**config.mk**
```make
export PLATFORM = sky130hd
export DESIGN_NAME = dma_cnt_irq
export DESIGN_NICKNAME = d
export VERILOG_FILES = /design/src/rtl/dma_irq_pkg.sv /design/src/rtl/xfer_counter.sv /design/src/rtl/irq_status.sv /design/src/rtl/dma_cnt_irq.sv
export SDC_FILE = /design/constraint.sdc
export NUM_CORES = 1
export LEC_CHECK = 0
export BUFFER_PORTS_ARGS = -buffer_cell sky130_fd_sc_hd__buf_2
export CORE_UTILIZATION = 50
export DETAILED_ROUTE_END_ITERATION = 6
export GPL_TIMING_DRIVEN = 0
export HOLD_SLACK_MARGIN = 0.15
export PLACE_DENSITY = 0.79
export SYNTH_ARGS = -nofsm -noshare
export SYNTH_HDL_FRONTEND = slang
export SYNTH_SLANG_ARGS = --single-unit
```
**constraint.sdc**
```tcl
create_clock -name clk_i -period 3.89 [get_ports clk_i]
set_input_delay 0.389 -clock clk_i [delete_from_list [all_inputs] [get_ports clk_i]]
set_output_delay 0.389 -clock clk_i [all_outputs]
set_load 0.1 [all_outputs]
```
**src/rtl/dma_irq_pkg.sv**
```systemverilog
package dma_irq_pkg;
  localparam int unsigned ADDR_W   = 8;
  localparam int unsigned DATA_W   = 32;
  localparam logic [ADDR_W-1:0] OFF_RD_CNT = 8'h30;
  localparam logic [ADDR_W-1:0] OFF_WR_CNT = 8'h34;
  localparam logic [ADDR_W-1:0] OFF_CSR    = 8'h38;
  localparam int unsigned BIT_EN_WR  = 14;
  localparam int unsigned BIT_EN_RD  = 15;
  localparam int unsigned BIT_ST_LO  = 18;
  localparam int unsigned N_STAT     = 4;
  // status vector order: 0 wr done, 1 rd done, 2 master abort, 3 target abort
  typedef enum logic [1:0] {ST_WR = 2'd0, ST_RD = 2'd1, ST_MAB = 2'd2, ST_TAB = 2'd3} stat_idx_e;
endpackage

```
**src/rtl/xfer_counter.sv**
```systemverilog
module xfer_counter #(
  parameter int unsigned CNT_W  = 32,
  parameter int unsigned BYTE_W = 13
) (
  input  logic              clk_i,
  input  logic              rst_ni,
  input  logic              load_i,
  input  logic [CNT_W-1:0]  load_val_i,
  input  logic              done_i,
  input  logic [BYTE_W-1:0] bytes_i,
  output logic [CNT_W-1:0]  cnt_o,
  output logic              zero_hit_o
);
  localparam int unsigned PAD_W = CNT_W - BYTE_W;

  logic [CNT_W-1:0] cnt_q, cnt_d, bytes_ext;
  logic             take_all;

  assign bytes_ext = {{PAD_W{1'b0}}, bytes_i};
  assign take_all  = bytes_ext >= cnt_q;

  always_comb begin
    cnt_d = cnt_q;
    if (load_i)      cnt_d = load_val_i;
    else if (done_i) cnt_d = take_all ? '0 : cnt_q - bytes_ext;
  end

  // event only on a nonzero-to-zero step
  assign zero_hit_o = done_i & ~load_i & (cnt_q != '0) & take_all;

  always_ff @(posedge clk_i or negedge rst_ni) begin
    if (!rst_ni) cnt_q <= '0;
    else         cnt_q <= cnt_d;
  end

  assign cnt_o = cnt_q;

  p_no_wrap_r3: assert property (@(posedge clk_i) disable iff (!rst_ni)
    (done_i && !load_i) |=> (cnt_q <= $past(cnt_q)));

  p_load_r2: assert property (@(posedge clk_i) disable iff (!rst_ni)
    load_i |=> (cnt_q == $past(load_val_i)));

  p_hit_zero_r5: assert property (@(posedge clk_i) disable iff (!rst_ni)
    zero_hit_o |=> (cnt_q == '0));
endmodule

```
**src/rtl/irq_status.sv**
```systemverilog
module irq_status #(
  parameter int unsigned N = 4
) (
  input  logic         clk_i,
  input  logic         rst_ni,
  input  logic [N-1:0] set_i,
  input  logic [N-1:0] clr_i,
  output logic [N-1:0] stat_o
);
  for (genvar i = 0; i < N; i++) begin : g_bit
    logic st_q;
    always_ff @(posedge clk_i or negedge rst_ni) begin
      if (!rst_ni)       st_q <= 1'b0;
      else if (set_i[i]) st_q <= 1'b1;  // set beats clear
      else if (clr_i[i]) st_q <= 1'b0;
    end
    assign stat_o[i] = st_q;

    p_set_wins_r10: assert property (@(posedge clk_i) disable iff (!rst_ni)
      set_i[i] |=> st_q);
    p_w1c_r7: assert property (@(posedge clk_i) disable iff (!rst_ni)
      (st_q && clr_i[i] && !set_i[i]) |=> !st_q);
    p_sticky_r7: assert property (@(posedge clk_i) disable iff (!rst_ni)
      (st_q && !clr_i[i]) |=> st_q);
  end
endmodule

```
**src/rtl/dma_cnt_irq.sv**
```systemverilog
module dma_cnt_irq
  import dma_irq_pkg::*;
#(
  parameter int unsigned CNT_W  = 32,
  parameter int unsigned BYTE_W = 13
) (
  input  logic              clk_i,
  input  logic              rst_ni,
  input  logic              reg_we_i,
  input  logic [ADDR_W-1:0] reg_addr_i,
  input  logic [DATA_W-1:0] reg_wdata_i,
  output logic [DATA_W-1:0] reg_rdata_o,
  input  logic              rd_done_i,
  input  logic [BYTE_W-1:0] rd_bytes_i,
  input  logic              wr_done_i,
  input  logic [BYTE_W-1:0] wr_bytes_i,
  input  logic              mabort_i,
  input  logic              tabort_i,
  input  logic              cnt_off_i,
  output logic              irq_no
);
  localparam int unsigned ST_HI = BIT_ST_LO + N_STAT - 1;

  logic              csr_we, rd_ld, wr_ld;
  logic [CNT_W-1:0]  rd_cnt, wr_cnt;
  logic              rd_hit, wr_hit;
  logic              en_wr_q, en_rd_q, armed;
  logic [N_STAT-1:0] st_set, st_clr, stat;

  assign csr_we = reg_we_i && (reg_addr_i == OFF_CSR);
  assign rd_ld  = reg_we_i && (reg_addr_i == OFF_RD_CNT);
  assign wr_ld  = reg_we_i && (reg_addr_i == OFF_WR_CNT);

  xfer_counter #(.CNT_W(CNT_W), .BYTE_W(BYTE_W)) u_rd_cnt (
    .clk_i, .rst_ni,
    .load_i(rd_ld), .load_val_i(reg_wdata_i[CNT_W-1:0]),
    .done_i(rd_done_i), .bytes_i(rd_bytes_i),
    .cnt_o(rd_cnt), .zero_hit_o(rd_hit)
  );

  xfer_counter #(.CNT_W(CNT_W), .BYTE_W(BYTE_W)) u_wr_cnt (
    .clk_i, .rst_ni,
    .load_i(wr_ld), .load_val_i(reg_wdata_i[CNT_W-1:0]),
    .done_i(wr_done_i), .bytes_i(wr_bytes_i),
    .cnt_o(wr_cnt), .zero_hit_o(wr_hit)
  );

  always_ff @(posedge clk_i or negedge rst_ni) begin
    if (!rst_ni) begin
      en_wr_q <= 1'b0;
      en_rd_q <= 1'b0;
    end else if (csr_we) begin
      en_wr_q <= reg_wdata_i[BIT_EN_WR];
      en_rd_q <= reg_wdata_i[BIT_EN_RD];
    end
  end

  // aborts have no own enable: armed by either count enable
  assign armed = en_wr_q | en_rd_q;

  always_comb begin
    st_set         = '0;
    st_set[ST_WR]  = wr_hit & en_wr_q & ~cnt_off_i;
    st_set[ST_RD]  = rd_hit & en_rd_q & ~cnt_off_i;
    st_set[ST_MAB] = mabort_i & armed;
    st_set[ST_TAB] = tabort_i & armed;
    st_clr         = csr_we ? reg_wdata_i[ST_HI:BIT_ST_LO] : '0;
  end

  irq_status #(.N(N_STAT)) u_stat (
    .clk_i, .rst_ni, .set_i(st_set), .clr_i(st_clr), .stat_o(stat)
  );

  assign irq_no = ~|stat;

  always_comb begin
    reg_rdata_o = '0;
    unique case (reg_addr_i)
      OFF_RD_CNT: reg_rdata_o[CNT_W-1:0] = rd_cnt;
      OFF_WR_CNT: reg_rdata_o[CNT_W-1:0] = wr_cnt;
      OFF_CSR: begin
        reg_rdata_o[BIT_EN_WR]          = en_wr_q;
        reg_rdata_o[BIT_EN_RD]          = en_rd_q;
        reg_rdata_o[ST_HI:BIT_ST_LO]    = stat;
      end
      default: reg_rdata_o = '0;
    endcase
  end

  p_abort_irq_r6: assert property (@(posedge clk_i) disable iff (!rst_ni)
    ((mabort_i || tabort_i) && armed) |=> !irq_no);

  p_unarmed_r6: assert property (@(posedge clk_i) disable iff (!rst_ni)
    (!armed && !stat[ST_MAB]) |=> !stat[ST_MAB]);

  p_cnt_off_r9: assert property (@(posedge clk_i) disable iff (!rst_ni)
    (cnt_off_i && !stat[ST_WR] && !stat[ST_RD]) |=> (!stat[ST_WR] && !stat[ST_RD]));

  p_gate_en_r12: assert property (@(posedge clk_i) disable iff (!rst_ni)
    (!en_rd_q && !stat[ST_RD]) |=> !stat[ST_RD]);
endmodule

```
# Word-level counts from Yosys, hierarchy flattened
# Cells that the tools add are included.
[op_classes]
add_sub_neg = 2
n_lt_le_gt_ge = 2
n_eq_ne = 3
n_mux = 20
bitwise = 16
n_reduce_logical = 13
[ops]
columns = ["op", "count"]
rows = [
  ["$mux W32", 6],
  ["$ge A13 B32 Y1", 2],
  ["$reduce_bool A32 Y1", 2],
  ["$sub A32 B13 Y32", 2],
  ["$pmux W14 S2", 1],
  ["$eq A8 B6 Y1 const B", 3],
  ["$pmux W10 S2", 1],
  ["$and A1 B1 Y1", 12],
  ["$pmux W4 S3", 1],
  ["$reduce_bool A2 Y1", 6],
  ["$mux W1", 8],
  ["$pmux W2 S3", 1],
  ["$mux W4", 1],
  ["$pmux W2 S2", 1],
  ["$reduce_or A4 Y1", 1],
  ["$logic_and A1 B1 Y1", 3],
  ["$not A1 Y1", 3],
  ["$logic_not A1 Y1", 1],
  ["$or A1 B1 Y1", 1],
]
[word_totals]
register_bits = 70
input_bits = 74
out_inout_bits = 33
word_cells = 64

# Depth between registers and ports, before layout
[depth]
ltp_word = 9
mapped_depth = 13
depth_no_buf = 11

# Modules after synthesis
# A second synthesis with hierarchy kept.
[unflattened]
hier_cells = 780
area_unflattened_um2 = 6434.9
[by_module_without_submodules]
columns = ["module", "n_inst", "cells_each", "area_per_inst_um2", "seq_area_each_um2"]
rows = [
  ["xfer_counter (u_rd_cnt)", 1, 338, 2751.4, 800.8],
  ["xfer_counter (u_wr_cnt)", 1, 320, 2677.6, 800.8],
  ["dma_cnt_irq", 1, 106, 830.8, 50.0],
  ["irq_status", 1, 16, 175.2, 100.1],
]

# Worst setup path before layout
# OpenSTA, ideal clock, no wires.
[synth_timing]
path_type = "flip-flop to output port"
from = "register u_stat.g_bit[2].st_q"
to = "output irq_no"
t_arrival_ns = 3.327
required_time_ns = 3.501
path_slack_ns = 0.174
path_stages_with_launch = 2
n_path_buf = 0
path_cell_list = "dfrtp_1 nor4_1"
[synth_via]
elab_chain_cells = 2
[synth_lines]
columns = ["item", "line_no", "source"]
rows = [
  ["start, declared", "irq_status.sv:11", "logic st_q;"],
  ["start signal, assigned", "irq_status.sv:13", "if (!rst_ni) st_q <= 1'b0;"],
  ["start signal, assigned", "irq_status.sv:14", "else if (set_i[i]) st_q <= 1'b1;"],
  ["start signal, assigned", "irq_status.sv:15", "else if (clr_i[i]) st_q <= 1'b0;"],
  ["$reduce_or A4 Y1", "dma_cnt_irq.sv:74", "assign irq_no = ~|stat;"],
  ["$logic_not A1 Y1", "dma_cnt_irq.sv:74", ""],
  ["end, declared", "dma_cnt_irq.sv:20", "output logic irq_no"],
]
# No other way between the ends.

# Worst setup path after layout
[layout_timing]
from = "register u_rd_cnt.cnt_q[0] (netlist: u_rd_cnt.cnt_o[0])"
to = "register u_rd_cnt.cnt_q[28] (netlist: u_rd_cnt.cnt_o[28])"
[layout_via]
elab_chain_cells = 4
elab_cells_between_ends = 5
cone_classes = "add/sub: 1; order compare: 1; mux: 3"
[layout_lines]
columns = ["item", "line_no", "source"]
rows = [
  ["start, declared", "xfer_counter.sv:16", "logic [CNT_W-1:0] cnt_q, cnt_d, bytes_ext;"],
  ["start signal, assigned", "xfer_counter.sv:33", "else cnt_q <= cnt_d;"],
  ["$sub A32 B13 Y32 or $ge A13 B32 Y1 (tied branches)", "xfer_counter.sv:25, xfer_counter.sv:20", ""],
  ["$mux W32 * (2 in a row)", "xfer_counter.sv:25", "else if (done_i) cnt_d = take_all ? '0 : cnt_q - bytes_ext;"],
  ["$mux W32 *", "xfer_counter.sv:24", "if (load_i) cnt_d = load_val_i;"],
]
# Every way passes the cells marked *; elsewhere a longest branch is shown, timed or not. The select of a mux whose other input is x is not followed.
# A chain may end at the register's enable or synchronous reset.

==> out/qor.yml <==
port_buffers: 102
p_int_mw: 2.43
root_buffer: "clkbuf_16"
die_x_um: 110
async_flop_share_pct: 100
dpl_worst_slack_ps: -112
drv_slew: 0
grt_pass1_wl_mm: 30.4
synth_fp_nets: 835
ant_nets: 0
fmax_mhz: 271
outcome: "finished, final reports clean"
ys_types: 69
drt_iter0_drc: 598
route.detailed.drc: 0
clockBufferDepth: 2
grt_pass1_vias: 5802
final_cell_area_um2: 6870
grt_max_degree: 71
p_clk_share_pct: 21.0
finalNetCount: 950
path_cells: "inv_1 > ha_1 > inv_1 > fa_1 > a211o_1 > a2111oi_2 > o2111ai_2 > a2111oi_1 > mux2_2 > a221oi_1 > nor2_1"
seqPwrFrac_pct: 31.6
leakage_nw: 3.03
cpMostUsedCell: "inv_1"
clkTransAtPathRegs_ps: 60
htree_num_levels: 3
post_cts_buffers: 0
clock_sinks: 70
routedWlPerCell_um: 19.7
wl_mm: 19.5
worstMarginPinSlew_ps: 1000
placed_area_um2: 6520
fin_skew_ps: 7.70
netlist_area_um2: 5810
crit_family: "compound AO/OA/AOI/OAI gates"
cts_tree: "done"
synth_area_per_cell_um2: 7.92
drv_cap: 0
timing.slew.headroom_pct: 32.5
required_ps: 4110
critPathMaxStageDelay_ps: 510
cp.buffers_inverters: 2
arrival_ps: 3910
worst_slack_ps: 195
grt_overflow: 0
worst_setup_path_end_kind: "flop"
synth-edff-count: 0
hpwl_mm: 14.9
place.gp.congestion: 0.970
crit_type: "flop to flop"
diodes: 0
start_util_pct: 52.4
power.density_nw_per_um2: 624
cts_buffers: 9
die_area_um2: 12000
sw_frac_of_total_pct: 43.4
critPathLaunchType: "flop"
netlist_instances: 733
combPwrFrac_pct: 47.4
finalCritPeriodShare_pct: 95.0
irDropWorstVdd_v: 0.000369
syn2layout_area_growth_pct: 18.4
clk_latency_ps: 340
dr.pass1.iters: 5
antenna_found_initial: 0
core_um2: 11100
drive_gt1_share_pct: 17.5
slowest_stage: "a2111oi_2"
synth_seq_cells: 70
vias: 6379
synth_warnings: 0
ys.flop_type: "dfrtp_1"
min_period_ps: 3700
grt_usage_pct: 33.4
holdCritPathClass: "input port to flop"
rows: 38
crit_path_max_fanout: 6
synth_seq_area_share_pct: 30.2
fp.dieH_um: 110
setup_violations: 0
hold_violations: 0
io_pins: 107
p_switching_mw: 1.86
viasPerCell: 6.42
-- sequential cells by signal, summed over array words and instances (netlist names) --
name,cells
en_rd_q,1
en_wr_q,1
u_wr_cnt.cnt_o,32
u_stat.g_bit.st_q,4
u_rd_cnt.cnt_o,32
-- power groups by stage --
stage	Combinational, mW	Sequential (mW)	Clock, mW
after floorplan	1.56	1.18	0
after global placement	1.93	1.33	0
after detailed placement	1.96	1.33	0
after CTS	1.99	1.33	0.900
after global routing	2.25	1.37	0.932
final	2.03	1.35	0.902
-- stage by stage --
| stage | setup TNS, ps | utilization (%) | std cells | hold slack [ps] | power, mW |
|---|---|---|---|---|---|
| after global placement | -91.0 | 58.6 | 975 | 517 | 3.26 |
| final | 0 | 62.0 | 993 | 274 | 4.29 |
| after global routing | -35.0 | 62.0 | 993 | 277 | 4.56 |
| after CTS | 0 | 62.0 | 993 | 273 | 4.22 |
| after floorplan | 0 | - | 733 | 93.4 | 2.75 |
| after detailed placement | -162 | 58.9 | 976 | 429 | 3.30 |
-- cell families after synthesis --
group	after synthesis	synth area share [%]
AND/OR/NAND/NOR	282	24.0
XOR/XNOR	17	2.56
buffers and inverters	76	5.17
AO/OA/AOI/OAI	244	29.0
flip-flops	70	30.2
multiplexers	16	2.87
adder cells (fa/ha/maj)	28	6.29
-- worst reg2reg max path, delay by kind of cell, from the launching register on --
kind	cells	cell delay, ps
compound gates	5	2000
fa+ha+maj	2	580
flops	1	420
mux	1	380
buf+inv	2	140
simple gates	1	70
-- layout by cell type, fill, tap and decap left out, types with 10 or more instances in the layout --
master / count
nor2_1: 83
clkbuf_1: 38
inv_1: 32
mux2i_1: 11
or3_1: 18
nand3_1: 16
or4_1: 10
a21oi_1: 67
nor2b_1: 11
nor4_1: 19
ha_1: 26
xnor2_1: 12
buf_2: 104
a31oi_1: 19
o21ai_0: 31
dfrtp_1: 70
o21a_1: 14
nand2_1: 63
nor3_1: 20
a22o_1: 28
-- Yosys cell counts (all sizes together), types with 3 or more instances --
cell / n / share of area (%)
a221o: 3 / 0.52
a32o: 3 / 0.52
a221oi: 4 / 0.82
dfrtp: 70 / 30
a21o: 8 / 1.0
mux2i: 11 / 1.9
a31oi: 19 / 2.0
ha: 26 / 5.6
o211ai: 9 / 1.2
nand3: 16 / 1.4
a2bb2oi: 7 / 1.1
inv: 32 / 2.1
clkbuf: 38 / 2.5
and2: 3 / 0.32
a211oi: 4 / 0.73
buf: 5 / 0.58
xnor2: 12 / 1.8
and3: 8 / 0.86
a22o: 28 / 4.2
o311ai: 5 / 0.75
nand4: 8 / 0.86
o21ai: 35 / 3.0
nor3: 20 / 1.7
a21oi: 67 / 5.8
xor2: 5 / 0.75
nor4: 19 / 2.0
or4: 11 / 1.5
mux2: 5 / 0.97
nor2: 84 / 5.5
nor2b: 11 / 1.2
o21a: 14 / 1.8
o31ai: 5 / 0.65
a211o: 3 / 0.45
o41ai: 4 / 0.60
or3: 19 / 2.1
a22oi: 3 / 0.39
nand2b: 4 / 0.43
o21bai: 3 / 0.39
nand2: 63 / 4.1
or2: 9 / 0.97
-- cell type report --
cell class              instances  area, um2
well taps                     140        175
clock buffers                  10        239
flip-flops and latches         70       1750
inverters                      33        124
plain buffers                  43        176
repair buffers                104        551
fillers                       979       4210
multi-input cells             587       3770
clock inverters                 6       85.1
-- timing repair --
item / in CTS / in global routing
pin swaps: 0 / 0
endpoints found under the setup margin: 2 / 15
gates resized for setup: 2 / 2
gates cloned: 0 / 0
hold buffers: 1 / 0
endpoints found under the hold margin: 70 / 0
-- worst paths after layout --
kind	start	end	slack [ps]	depth (start not counted)
max reg2reg	u_rd_cnt.cnt_o[0]	u_rd_cnt.cnt_o[28]	190	11
min	tabort_i	u_stat.g_bit[3].st_q	270	2
max	u_rd_cnt.cnt_o[0]	u_rd_cnt.cnt_o[28]	190	11
max in group asynchronous	rst_ni	u_wr_cnt.cnt_o[24]	2990	3
min in group asynchronous	rst_ni	u_wr_cnt.cnt_o[4]	580	3
min reg2reg	u_stat.g_bit[1].st_q	u_stat.g_bit[1].st_q	540	1
-- metal layers --
| metal | track usage, % | wire length [um] | vias up |
|---|---|---|---|
| met2 | 51.3 | 8780 | 414 |
| met4 | 14.3 | 722 | 0 |
| met1 | 46.3 | 7900 | 2926 |
| met5 | 0 | 0 | - |
| li1 | - | - | 2975 |
| met3 | 5.57 | 2120 | 64 |
Note: power is estimated with default switching activity, not from simulation.
